**config.mk**
```make
export PLATFORM = sky130hd
export DESIGN_NAME = scsi_regfile
export DESIGN_NICKNAME = d
export VERILOG_FILES = /design/src/rtl/scsi_rf_pkg.sv /design/src/rtl/scsi_rf_fifo.sv /design/src/rtl/scsi_rf_cmd.sv /design/src/rtl/scsi_rf_irq.sv /design/src/rtl/scsi_regfile.sv
export SDC_FILE = /design/constraint.sdc
export NUM_CORES = 1
export LEC_CHECK = 0
export ABC_AREA = 1
export ABC_CLOCK_PERIOD_IN_PS = 2500
export BUFFER_PORTS_ARGS = -buffer_cell sky130_fd_sc_hd__buf_2
export CORE_ASPECT_RATIO = 1.75
export CORE_UTILIZATION = 62
export DETAILED_ROUTE_END_ITERATION = 16
export PLACE_DENSITY = 0.79
export SYNTH_ARGS = -nofsm -noshare
export SYNTH_HDL_FRONTEND = slang
export SYNTH_SLANG_ARGS = --single-unit
export TNS_END_PERCENT = 1
```
**constraint.sdc**
```tcl
create_clock -name clk -period 2.5 [get_ports clk]
set_input_delay 0.75 -clock clk [delete_from_list [all_inputs] [get_ports clk]]
set_output_delay 0.75 -clock clk [all_outputs]
set_load 0.01 [all_outputs]
```
**src/rtl/scsi_rf_pkg.sv**
```systemverilog
package scsi_rf_pkg;

   localparam int IDX_W = 4;

   // register indices whose decode the logic depends on
   localparam logic [IDX_W-1:0] IX_TC_LO  = 4'd0;
   localparam logic [IDX_W-1:0] IX_TC_HI  = 4'd1;
   localparam logic [IDX_W-1:0] IX_FIFO   = 4'd2;
   localparam logic [IDX_W-1:0] IX_CMD    = 4'd3;
   localparam logic [IDX_W-1:0] IX_STAT   = 4'd4;
   localparam logic [IDX_W-1:0] IX_CAUSE  = 4'd5;
   localparam logic [IDX_W-1:0] IX_STEP   = 4'd6;
   localparam logic [IDX_W-1:0] IX_FLAGS  = 4'd7;
   localparam logic [IDX_W-1:0] IX_CFG_A  = 4'd8;
   localparam logic [IDX_W-1:0] IX_CFG_B  = 4'd11;

   typedef enum logic [6:0] {
      OP_NOP     = 7'd0,
      OP_FLUSH   = 7'd1,
      OP_CHIPRST = 7'd2,
      OP_BUSRST  = 7'd3
   } opcode_e;

   localparam logic [7:0] CAUSE_FUNC_DONE = 8'h08;
   localparam logic [7:0] CAUSE_BUS_RESET = 8'h80;
   localparam int         STAT_INT_BIT    = 7;
   localparam int         STAT_TC_BIT     = 4;

   typedef struct packed {
      logic nop;
      logic flush;
      logic chip_rst;
      logic bus_rst;
   } cmd_pulse_t;

endpackage

```
**src/rtl/scsi_rf_fifo.sv**
```systemverilog
module scsi_rf_fifo #(
   parameter int DEPTH = 16,
   localparam int PW = $clog2(DEPTH),
   localparam int CW = $clog2(DEPTH + 1)
) (
   input  logic          clk,
   input  logic          rst_n,
   input  logic          clr,
   input  logic          clr_ovf,
   input  logic          push,
   input  logic          pop,
   input  logic [7:0]    din,
   output logic [7:0]    dout,
   output logic [CW-1:0] count,
   output logic          ovf,
   output logic          pop_ok,
   output logic          drained
);

   logic [7:0]    mem [DEPTH];
   logic [PW-1:0] rptr, wptr;
   logic          full;

   generate
      if (DEPTH < 2 || (DEPTH & (DEPTH - 1)) != 0) begin : g_bad_depth
         $error("scsi_rf_fifo: DEPTH must be a power of two of at least 2");
      end
   endgenerate

   assign full    = (count == CW'(DEPTH));
   assign pop_ok  = pop && (count != '0);
   assign drained = pop_ok && (count == CW'(1));
   assign dout    = mem[rptr];

   always_ff @(posedge clk) begin
      if (push && !full && !clr) mem[wptr] <= din;
   end

   always_ff @(posedge clk or negedge rst_n) begin
      if (!rst_n) begin
         rptr  <= '0;
         wptr  <= '0;
         count <= '0;
         ovf   <= 1'b0;
      end else if (clr) begin
         rptr  <= '0;
         wptr  <= '0;
         count <= '0;
         ovf   <= 1'b0;
      end else begin
         if (clr_ovf) ovf <= 1'b0;
         if (push) begin
            if (full) begin
               ovf <= 1'b1;
            end else begin
               wptr  <= wptr + PW'(1);
               count <= count + CW'(1);
            end
         end else if (pop_ok) begin
            if (drained) begin
               rptr  <= '0;
               wptr  <= '0;
               count <= '0;
            end else begin
               rptr  <= rptr + PW'(1);
               count <= count - CW'(1);
            end
         end
      end
   end

   a_r11_full_drop: assert property (@(posedge clk) disable iff (!rst_n)
      (push && full && !clr) |=> (ovf && count == $past(count)));

   a_r3_push_count: assert property (@(posedge clk) disable iff (!rst_n)
      (push && !full && !clr) |=> (count == $past(count) + CW'(1)));

   a_r5_rewind: assert property (@(posedge clk) disable iff (!rst_n)
      (drained && !push && !clr) |=> (rptr == '0 && wptr == '0 && count == '0));

endmodule

```
**src/rtl/scsi_rf_cmd.sv**
```systemverilog
module scsi_rf_cmd
   import scsi_rf_pkg::*;
(
   input  logic       cmd_wr,
   input  logic [7:0] cmd_val,
   output logic       known,
   output cmd_pulse_t go
);

   logic [6:0] op;
   assign op = cmd_val[6:0];

   always_comb begin
      go = '0;
      if (cmd_wr) begin
         unique case (op)
            OP_NOP:     go.nop      = 1'b1;
            OP_FLUSH:   go.flush    = 1'b1;
            OP_CHIPRST: go.chip_rst = 1'b1;
            OP_BUSRST:  go.bus_rst  = 1'b1;
            default:    go = '0;
         endcase
      end
   end

   assign known = |go;

endmodule

```
**src/rtl/scsi_rf_irq.sv**
```systemverilog
module scsi_rf_irq
   import scsi_rf_pkg::*;
#(
   parameter int MASK_BIT = 6
) (
   input  logic       clk,
   input  logic       rst_n,
   input  cmd_pulse_t go,
   input  logic       pop_ok,
   input  logic       drained,
   input  logic       ack,
   input  logic [7:0] cfg,
   output logic [7:0] cause,
   output logic [7:0] status,
   output logic [7:0] step,
   output logic       irq
);

   localparam logic [7:0] KEEP_MASK = 8'(1) << STAT_TC_BIT;

   generate
      if (MASK_BIT < 0 || MASK_BIT > 7) begin : g_bad_bit
         $error("scsi_rf_irq: MASK_BIT must select a bit of an 8-bit register");
      end
   endgenerate

   always_ff @(posedge clk or negedge rst_n) begin
      if (!rst_n) begin
         cause  <= '0;
         status <= '0;
         step   <= '0;
         irq    <= 1'b0;
      end else if (go.chip_rst) begin
         cause  <= '0;
         status <= '0;
         step   <= '0;
         irq    <= 1'b0;
      end else begin
         if (pop_ok) begin
            irq                  <= 1'b1;
            status[STAT_INT_BIT] <= 1'b1;
            if (drained) status[STAT_TC_BIT] <= 1'b1;
         end
         if (ack) begin
            irq    <= 1'b0;
            status <= status & KEEP_MASK;
         end
         if (go.flush) begin
            cause <= CAUSE_FUNC_DONE;
            step  <= '0;
         end
         if (go.bus_rst) begin
            cause <= CAUSE_BUS_RESET;
            if (!cfg[MASK_BIT]) begin
               irq                  <= 1'b1;
               status[STAT_INT_BIT] <= 1'b1;
            end
         end
      end
   end

   a_r6_ack_clears: assert property (@(posedge clk) disable iff (!rst_n)
      (ack && !pop_ok) |=> (!irq && !status[STAT_INT_BIT] &&
                            status[STAT_TC_BIT] == $past(status[STAT_TC_BIT])));

   a_r9_masked_busrst: assert property (@(posedge clk) disable iff (!rst_n)
      (go.bus_rst && cfg[MASK_BIT] && !ack && !pop_ok) |=> (irq == $past(irq)));

   a_r12_chip_reset: assert property (@(posedge clk) disable iff (!rst_n)
      go.chip_rst |=> (!irq && cause == '0 && status == '0));

endmodule

```
**src/rtl/scsi_regfile.sv**
```systemverilog
module scsi_regfile
   import scsi_rf_pkg::*;
#(
   parameter int         ADDR_W     = 8,
   parameter int         FIFO_DEPTH = 16,
   parameter logic [7:0] CFG_B_MASK = 8'h15,
   parameter int         MASK_BIT   = 6
) (
   input  logic              clk,
   input  logic              rst_n,
   input  logic [ADDR_W-1:0] addr,
   input  logic              wr_en,
   input  logic              rd_en,
   input  logic [7:0]        wdata,
   output logic [7:0]        rdata,
   output logic              irq,
   output logic              dma_mode
);

   localparam int CW      = $clog2(FIFO_DEPTH + 1);
   localparam int N_SCR   = 4;
   localparam int SCR_LOW = 12;

   logic [IDX_W-1:0] idx;
   logic             wr, rd, unused_hi;

   generate
      if (ADDR_W < 6) begin : g_bad_addr
         $error("scsi_regfile: ADDR_W must cover bits [5:2]");
      end
      if (CW > 5) begin : g_bad_depth
         $error("scsi_regfile: FIFO count must fit bits [4:0] of the flag register");
      end
      if (ADDR_W > 6) begin : g_hi_addr
         assign unused_hi = ^{addr[ADDR_W-1:6], addr[1:0]};
      end else begin : g_no_hi_addr
         assign unused_hi = ^addr[1:0];
      end
   endgenerate

   assign idx = addr[5:2];
   assign wr  = wr_en;
   assign rd  = rd_en && !wr_en;

   // command decode
   cmd_pulse_t go;
   logic       cmd_known;

   scsi_rf_cmd u_cmd (
      .cmd_wr  (wr && idx == IX_CMD),
      .cmd_val (wdata),
      .known   (cmd_known),
      .go      (go)
   );

   // FIFO
   logic [7:0]    fifo_dout, fifo_last;
   logic [CW-1:0] fifo_count;
   logic          fifo_ovf, pop_ok, drained;

   scsi_rf_fifo #(.DEPTH(FIFO_DEPTH)) u_fifo (
      .clk     (clk),
      .rst_n   (rst_n),
      .clr     (go.chip_rst),
      .clr_ovf (go.flush),
      .push    (wr && idx == IX_FIFO),
      .pop     (rd && idx == IX_FIFO),
      .din     (wdata),
      .dout    (fifo_dout),
      .count   (fifo_count),
      .ovf     (fifo_ovf),
      .pop_ok  (pop_ok),
      .drained (drained)
   );

   // interrupt, status and sequence step
   logic [7:0] cause, status, step, cfg_a;

   scsi_rf_irq #(.MASK_BIT(MASK_BIT)) u_irq (
      .clk     (clk),
      .rst_n   (rst_n),
      .go      (go),
      .pop_ok  (pop_ok),
      .drained (drained),
      .ack     (rd && idx == IX_CAUSE),
      .cfg     (cfg_a),
      .cause   (cause),
      .status  (status),
      .step    (step),
      .irq     (irq)
   );

   // plain storage registers
   logic [7:0] tc_lo, tc_hi, cmd_q, cfg_b;

   always_ff @(posedge clk or negedge rst_n) begin
      if (!rst_n) begin
         tc_lo     <= '0;
         tc_hi     <= '0;
         cmd_q     <= '0;
         cfg_a     <= '0;
         cfg_b     <= '0;
         fifo_last <= '0;
      end else if (go.chip_rst) begin
         tc_lo     <= '0;
         tc_hi     <= '0;
         cmd_q     <= '0;
         cfg_a     <= '0;
         cfg_b     <= '0;
         fifo_last <= '0;
      end else begin
         if (wr && idx == IX_TC_LO) tc_lo <= wdata;
         if (wr && idx == IX_TC_HI) tc_hi <= wdata;
         if (cmd_known)             cmd_q <= wdata;
         if (wr && idx == IX_CFG_A) cfg_a <= wdata;
         if (wr && idx == IX_CFG_B) cfg_b <= wdata & CFG_B_MASK;
         if (pop_ok)                fifo_last <= fifo_dout;
      end
   end

   logic [7:0] scratch [N_SCR];

   generate
      for (genvar g = 0; g < N_SCR; g++) begin : g_scratch
         always_ff @(posedge clk or negedge rst_n) begin
            if (!rst_n)                                   scratch[g] <= '0;
            else if (go.chip_rst)                         scratch[g] <= '0;
            else if (wr && idx == IDX_W'(SCR_LOW + g))    scratch[g] <= wdata;
         end
      end
   endgenerate

   assign dma_mode = cmd_q[7];

   // read path
   logic [7:0] rd_mux, flags;
   assign flags = 8'(fifo_count) | {fifo_ovf, 7'b0};

   always_comb begin
      unique case (idx)
         IX_TC_LO:  rd_mux = tc_lo;
         IX_TC_HI:  rd_mux = tc_hi;
         IX_FIFO:   rd_mux = (fifo_count != '0) ? fifo_dout : fifo_last;
         IX_CMD:    rd_mux = cmd_q;
         IX_STAT:   rd_mux = status;
         IX_CAUSE:  rd_mux = cause;
         IX_STEP:   rd_mux = step;
         IX_FLAGS:  rd_mux = flags;
         IX_CFG_A:  rd_mux = cfg_a;
         IX_CFG_B:  rd_mux = cfg_b;
         4'd12, 4'd13, 4'd14, 4'd15: rd_mux = scratch[idx[1:0]];
         default:   rd_mux = 8'h00;
      endcase
   end

   always_ff @(posedge clk or negedge rst_n) begin
      if (!rst_n)  rdata <= '0;
      else if (rd) rdata <= rd_mux;
   end

   a_r4_pop_raises: assert property (@(posedge clk) disable iff (!rst_n)
      (rd && idx == IX_FIFO && fifo_count != '0) |=> irq);

   a_r10_reserved_zero: assert property (@(posedge clk) disable iff (!rst_n)
      (rd && (idx == 4'd9 || idx == 4'd10)) |=> (rdata == 8'h00));

   a_r7_dma_flag: assert property (@(posedge clk) disable iff (!rst_n)
      (wr && idx == IX_CMD && wdata[6:0] <= 7'd3 && wdata[6:0] != 7'd2)
         |=> (dma_mode == $past(wdata[7])));

   a_r12_unknown_op: assert property (@(posedge clk) disable iff (!rst_n)
      (wr && idx == IX_CMD && wdata[6:0] > 7'd3) |=> (cmd_q == $past(cmd_q)));

endmodule

```
==> run summary, run 1 <==
Status -> completed
CTS Buffer Depth -> 3
Setup ws final -> 0.462 ns
Worst EP required -> 2.71 ns
Largest stage delay on the critical path -> 0.49 ns
Area post-placement -> 11300 um2
Global Route met3 Usage -> 3.44%
First-pass GRT wire length -> 41100 um
Synth cell types -> 35
Number of global-route vias before repair -> 8145
Core Box Area -> 16600 um2
Clock root buffer -> clkbuf_16
CTS clock-pin slew for the worst setup and hold paths -> 0.07 ns
Aggregate global-route resource usage -> 31.1%
Post-synthesis cell count -> 1181
DR WL/cell -> 17.5 um
Routed Antenna Nets -> 0
DRT Pass-1 Iters -> 5
Grt peak-use layer -> met2
Synth Area in Compound Gates -> 6.97%
Crit Path Category -> reg2reg
Most used cell, CP -> nand2_1
Die height -> 175 um
Clk sink count -> 230
Startpoint Class -> register
Post-CTS Resized -> 0
Max_cap viols -> 0
Number of synthesized flops with an enable pin -> 128
Slew headroom -> 60.9%
Die width -> 101 um
RePlAce Congestion -> 1.00
Sequential-to-total area share from yosys stat -> 60.3%
Hold_ws -> 0.174 ns
Worst-Skew Late Latency -> 0.50 ns
Grt ovf -> 0
Adder-Cell Fraction of Synth Area -> 1.06%
Num CTS Buffers -> 20
Area growth syn-to-layout -> 12.6%
Yosys warns -> 0
Initial antenna violation count -> 0
I/O Pins -> 30
Final sum of negative setup slack -> 0 ns
Crit path max fanout -> 8
Worst-path cell chain -> inv_1, ha_1, nand3_1, nand2_1, inv_2, nand2_1, nor2_1, buf_4
Initial Util -> 63.9%
Yosys top cell by area -> edfxtp_1
Post-synth top area share -> 36.2%
Worst Reg-to-Reg Cells -> 8
Type of the most critical hold path -> in2async
CTS tree -> done
Unrepaired setup endpoints after global routing -> false
Row cnt -> 62
FMAX -> 0.491 GHz
#FFs+latches synth -> 230
Design area -> 12000 um2
Period minus WS final -> 2.04 ns
Worst Setup End Kind -> register
Commonest cells post-synth -> 385 x nand2_1, 141 x nor2_1, 128 x edfxtp_1, 122 x inv_1, 102 x dfrtp_1
Die area -> 17700 um2
Crit path DAT -> 2.25 ns
Synth async-reset ratio -> 44.3%
Pin count of the biggest net entering global routing -> 49
Setup-failing EPs final -> 0
Final #Nets -> 1275
Cell with the most instances after synthesis -> nand2_1
M2 GR Usage -> 54.2%
Vias -> 8223
DRC viols -> 0
Ranking of synthesized cells by area -> edfxtp_1 36%, dfrtp_1 24%, nand2_1 14%
Crit share post-route -> 81.5%
Main flop type after synthesis -> edfxtp_1
Final Max Tran Viols -> 0
Reg-to-Reg Start -> u_fifo.count[0]
ANT cells -> 0
Pre-CTS WS -> 0.0828 ns
GRT met1 Usage -> 33.8%
Detailed Place HPWL -> 18500 um
Port Buf Inserts -> 25
Power consumption -> 0.0109 W
RR Endpoint -> u_fifo.mem[14][0]
Multiplexer area fraction after synthesis -> 0%
DRT Wirelength -> 25900 um
Final hold viol count -> 0
Hold Buf Count CTS -> 0
Initial DRC Count -> 630
FILL cells -> 1265
Xor-xnor portion of the synthesized cell area -> 0.578%
Htree depth -> 1
Syn nets -> 1210
Layout cells sized above 1 -> 11.5%
Pwr per Cell Area -> 916 nW/um2
Postcts setup bufs -> 0
Worst Skew -> 0.00852 ns
Crit-path slowest cell -> dfrtp_1
Leakage power -> 5.59 nW
Largest family of logic cells by synthesized area -> simple AND/OR/NAND/NOR gates
Avg Cell Area, Syn -> 8.99 um2
Maximum vdd drop -> 688 uV
Mapped Area -> 10600 um2
Simple-gate portion of the synthesized area -> 24.7%
Measured slew at the worst slew-check pin -> 0.580 ns
FF-to-FF setup slack -> 0.46 ns
Vias per cell -> 5.54
-- logic make-up (layout without fill, tap and decap cells) --
family	Yosys count	after routing
and+or+nand+nor	627	627
xor gates and xnor gates	7	7
AOI/OAI and AO/OA	138	138
DFF	230	230
buffers and inverters	170	249
adders and majority gates	9	9
-- routing by layer --
metal / wire length (um) / part of all wire [%]
met1: 8940 / 35
met2: 13400 / 52
met3: 1360 / 5.2
met4: 2210 / 8.5
met5: 0 / 0
-- power by group --
part	total [W]	internal, W	switching (W)
Sequential	0.00477	0.00445	0.000325
Combinational	0.00303	0.000980	0.00205
Clock	0.00314	0.00170	0.00144
-- sequential cells by signal, indices dropped and copies added, names as in the netlist --
signal / count
u_irq.cause: 2
scratch: 32
cmd_q: 8
cfg_b: 3
cfg_a: 8
u_fifo.ovf: 1
u_fifo.wptr: 4
u_fifo.count: 5
rdata: 8
u_fifo.mem: 128
tc_hi: 8
fifo_last: 8
u_fifo.rptr: 4
tc_lo: 8
u_irq.irq: 1
u_irq.status: 2
-- worst max-delay path: cells and delay by family (launching register included) --
family | cells | cell delay (ns)
and+or+nand+nor | 4 | 0.57
DFF | 1 | 0.49
buffers and inverters | 3 | 0.44
adders and majority gates | 1 | 0.25
-- cell usage in the layout (no fill, tap or decap), types with 2 or more instances in the layout --
cell type	instances
clkbuf_16	23
o2111ai_1	2
clkinv_1	4
nand3_2	3
clkinv_4	4
a21o_1	8
inv_2	5
dfrtp_1	101
nand2_2	4
o21ai_1	4
nor2_1	141
inv_6	5
a21oi_1	18
ha_1	9
o22ai_1	14
nand2_4	4
edfxtp_1	128
nor2_8	3
nor2_2	2
clkinv_2	2
nand4_1	6
nand3_1	68
nor3_1	6
o21ai_0	90
inv_1	122
xor2_1	6
nor2_4	2
buf_4	55
clkinvlp_4	3
nand2_1	385
buf_2	24
-- layout make-up --
cell class	count	area, um2	area share, %
flip-flops and latches	230	6400	53.5
multi-input cells	781	3530	29.5
clock buffers	23	576	4.82
repair buffers	80	553	4.63
inverters	133	509	4.26
well taps	224	280	2.35
clock inverters	13	105	0.879
-- worst max path at each step --
| stage | slack [ns] | cells past startpoint | endpoint | from |
|---|---|---|---|---|
| after floorplan | 0.06 | 9 | u_fifo.mem[0][0] | addr[4] |
| after global placement | 0.11 | 11 | u_fifo.mem[8][4] | addr[4] |
| after detailed placement | 0.08 | 11 | u_fifo.mem[14][3] | addr[4] |
| after CTS | 0.47 | 8 | u_fifo.mem[14][0] | u_fifo.count[0] |
| after global routing | 0.32 | 8 | u_fifo.mem[14][0] | u_fifo.count[0] |
| final | 0.46 | 8 | u_fifo.mem[14][0] | u_fifo.count[0] |
-- metrics by stage --
step / utilization, % / std cells
after floorplan: - / 1181
after global placement: 67.9 / 1448
after detailed placement: 67.9 / 1448
after CTS: 72.0 / 1484
after global routing: 72.0 / 1484
final: 72.0 / 1484
(Power assumes the default switching activity.)
==> run 2: changes to the inputs <==
--- a/config.mk
+++ b/config.mk
@@ -6,7 +6,7 @@
 export NUM_CORES = 1
 export LEC_CHECK = 0
 export ABC_AREA = 1
-export ABC_CLOCK_PERIOD_IN_PS = 2500
+export ABC_CLOCK_PERIOD_IN_PS = 2100
 export BUFFER_PORTS_ARGS = -buffer_cell sky130_fd_sc_hd__buf_2
 export CORE_ASPECT_RATIO = 1.75
 export CORE_UTILIZATION = 62
==> constraint.sdc (replaced) <==
create_clock -name clk -period 2.1 [get_ports clk]
set_input_delay 0.63 -clock clk [delete_from_list [all_inputs] [get_ports clk]]
set_output_delay 0.63 -clock clk [all_outputs]
set_load 0.01 [all_outputs]
==> run 2 against run 1 <==
Against the previous run:
- global-route usage rose by 1.8 points
- count of clock-buffer cells in the layout rose by 5
- critical path depth fell by 1
- fmax rose by 3.4%
- core utilization rose by 3.2 points
- clock skew rose by 0.0019 ns
- cell count rose by 1.4%
- die area did not move
- total power rose by 25%
- register-to-register slack got worse by 0.33 ns
- via count rose by 2.2%
- critical path type unchanged
- largest cell class unchanged
==> run summary, run 2 (synthesized netlist as in run 1, its figures left out) <==
Status -> completed
RePlAce Congestion -> 0.979 (-2.1%)
Unrepaired setup endpoints after global routing -> false
Area growth syn-to-layout -> 17.6%
Grt ovf -> 0 (unchanged)
Number of global-route vias before repair -> 8650 (+6.2%)
Largest register FFs -> 128 (unchanged)
DRT Wirelength -> 27600 um (+6.5%)
Final sum of negative setup slack -> 0 ns (unchanged)
Final std cells w/o fill -> 1505 (+1.4%)
Clk sink count -> 230 (unchanged)
Switching part of the total -> 34.4% (-0.46 points)
Logic pwr share -> 29.6% (+1.9 points)
Htree depth -> 1 (unchanged)
Final #Nets -> 1295 (+1.6%)
Measured slew at the worst slew-check pin -> 0.515 ns (-0.0650 ns)
Reg with most FFs -> u_fifo.mem
Worst Reg-to-Reg Cells -> 7 (-1)
Layout cells sized above 1 -> 14.3% (+2.8 points)
Clock root buffer -> clkbuf_16
Placed Cells -> 1466 (+1.2%)
Crit Path Category -> reg2reg
Setup-failing EPs final -> 0 (unchanged)
Largest registers -> u_fifo.mem x128, scratch x32
Sw Pwr -> 0.00471 W (+24%)
Vias -> 8407 (+2.2%)
Initial Util -> 63.9% (unchanged)
Area post-placement -> 11700 um2 (+4.2%)
Type of the most critical hold path -> in2reg
Initial DRC Count -> 685 (+8.7%)
Worst Skew -> 0.0104 ns (+0.00187 ns)
Worst Hold Path Cells -> 3
Max_cap viols -> 0 (unchanged)
Leakage power -> 5.79 nW (+3.7%)
Crit path max fanout -> 8 (unchanged)
DRT Pass-1 Iters -> 7 (+2)
Die area -> 17700 um2 (unchanged)
P_int -> 0.00900 W (+26%)
Die width -> 101 um (unchanged)
Flop pwr share -> 41.2% (-2.4 points)
Pin count of the biggest net entering global routing -> 49 (unchanged)
Detailed Place HPWL -> 19400 um (+5.0%)
Design area -> 12500 um2 (+4.4%)
Pwr per Cell Area -> 1100 nW/um2 (+20%)
Core Box Area -> 16600 um2 (unchanged)
Commonest non-fill, non-tap cell in the layout -> nand2_1
DRC viols -> 0 (unchanged)
Die height -> 175 um (unchanged)
Routed Antenna Nets -> 0 (unchanged)
CTS tree -> done
Final hold viol count -> 0 (unchanged)
Worst EP required -> 2.28 ns (-0.43 ns)
Final Max Tran Viols -> 0 (unchanged)
CTS Buffer Depth -> 3 (unchanged)
Initial antenna violation count -> 0 (unchanged)
First-pass GRT wire length -> 43100 um (+5.0%)
Aggregate global-route resource usage -> 32.9% (+1.8 points)
FILL cells -> 1181 (-6.6%)
Maximum vdd drop -> 823 uV (+20%)
Pre-CTS WS -> -0.0649 ns (-0.148 ns)
Crit path DAT -> 2.15 ns (-0.10 ns)
Worst-Skew Late Latency -> 0.51 ns (about the same)
Slew headroom -> 65.3% (+4.4 points)
Vias per cell -> 5.59 (+0.81%)
Commonest cells after routing, fill and taps aside -> 381 x nand2_1, 128 x edfxtp_1, 125 x nor2_1
ANT cells -> 0 (unchanged)
I/O Pins -> 30 (unchanged)
CTS clock-pin slew for the worst setup and hold paths -> 0.07 ns (about the same)
Startpoint Class -> register
DR WL/cell -> 18.3 um (+5.0%)
Setup ws final -> 0.129 ns (-0.333 ns)
Period minus WS final -> 1.97 ns (-0.0672 ns)
Clock network fraction of total power -> 29.2% (+0.5 points)
Row cnt -> 62 (unchanged)
FMAX -> 0.507 GHz (+3.4%)
Num CTS Buffers -> 21 (+5.0%)
Final core utilization -> 75.2% (+3.2 points)
Crit share post-route -> 93.8% (+12 points)
Port Buf Inserts -> 25 (unchanged)
Worst Setup End Kind -> register
run 2: worst max-delay path: stages (launching register included):
cell     delay (ns)
dfrtp_1        0.41
inv_1          0.14
ha_1           0.26
nand3_1        0.14
nand2_1        0.12
inv_4          0.14
nand2_4        0.13
nor2_4         0.29
run 2: final timing paths:
path	slack, ns	startpoint	endpoint
max	0.13	u_fifo.count[1]	u_fifo.mem[8][3]
min	0.42	wdata[4]	cfg_b[4]
max reg2reg	0.13	u_fifo.count[1]	u_fifo.mem[8][3]
min reg2reg	0.47	fifo_last[1]	fifo_last[1]
max in group asynchronous	1.01	rst_n	tc_lo[7]
min in group asynchronous	0.54	rst_n	scratch[28]
run 2: power groups by stage:
stage | logic, W | clock network, W | registers (W)
6_report | 0.00406 | 0.00400 | 0.00564
5_1_grt | 0.00448 | 0.00419 | 0.00570
4_1_cts | 0.00403 | 0.00401 | 0.00563
3_5_place_dp | 0.00398 | 0 | 0.00571
3_3_place_gp | 0.00382 | 0 | 0.00568
2_1_floorplan | 0.00264 | 0 | 0.00561
run 2: per-layer routing:
metal | up-vias | GRT usage [%] | share of wire [%]
met5 | - | 0 | 0
met4 | 0 | 26.5 | 8.7
met3 | 122 | 3.56 | 4.7
met2 | 337 | 57.5 | 52
met1 | 3981 | 35.5 | 35
li1 | 3967 | - | -
run 2: layout make-up:
class	count	area (um2)	share of cell area (%)
Sequential cell	230	6400	51.3
Multi-Input combinational cell	781	3690	29.6
Timing Repair Buffer	99	873	7.00
Clock buffer	28	579	4.64
Inverter	133	515	4.13
Tap cell	224	280	2.25
Clock inverter	10	139	1.11
run 2: through the flow:
stage,hold slack [ns],power (W)
final,0.417,0.0137
after global routing,0.432,0.0144
after CTS,0.417,0.0137
after detailed placement,0.461,0.00969
after global placement,0.453,0.00950
after floorplan,0.334,0.00825
run 2: repair_timing:
| item | in CTS | in global routing |
|---|---|---|
| hold buffers | 1 | 0 |
| gates resized for setup | 0 | 0 |
| setup buffers | 0 | 0 |
| endpoints found under the hold margin | 13 | 0 |
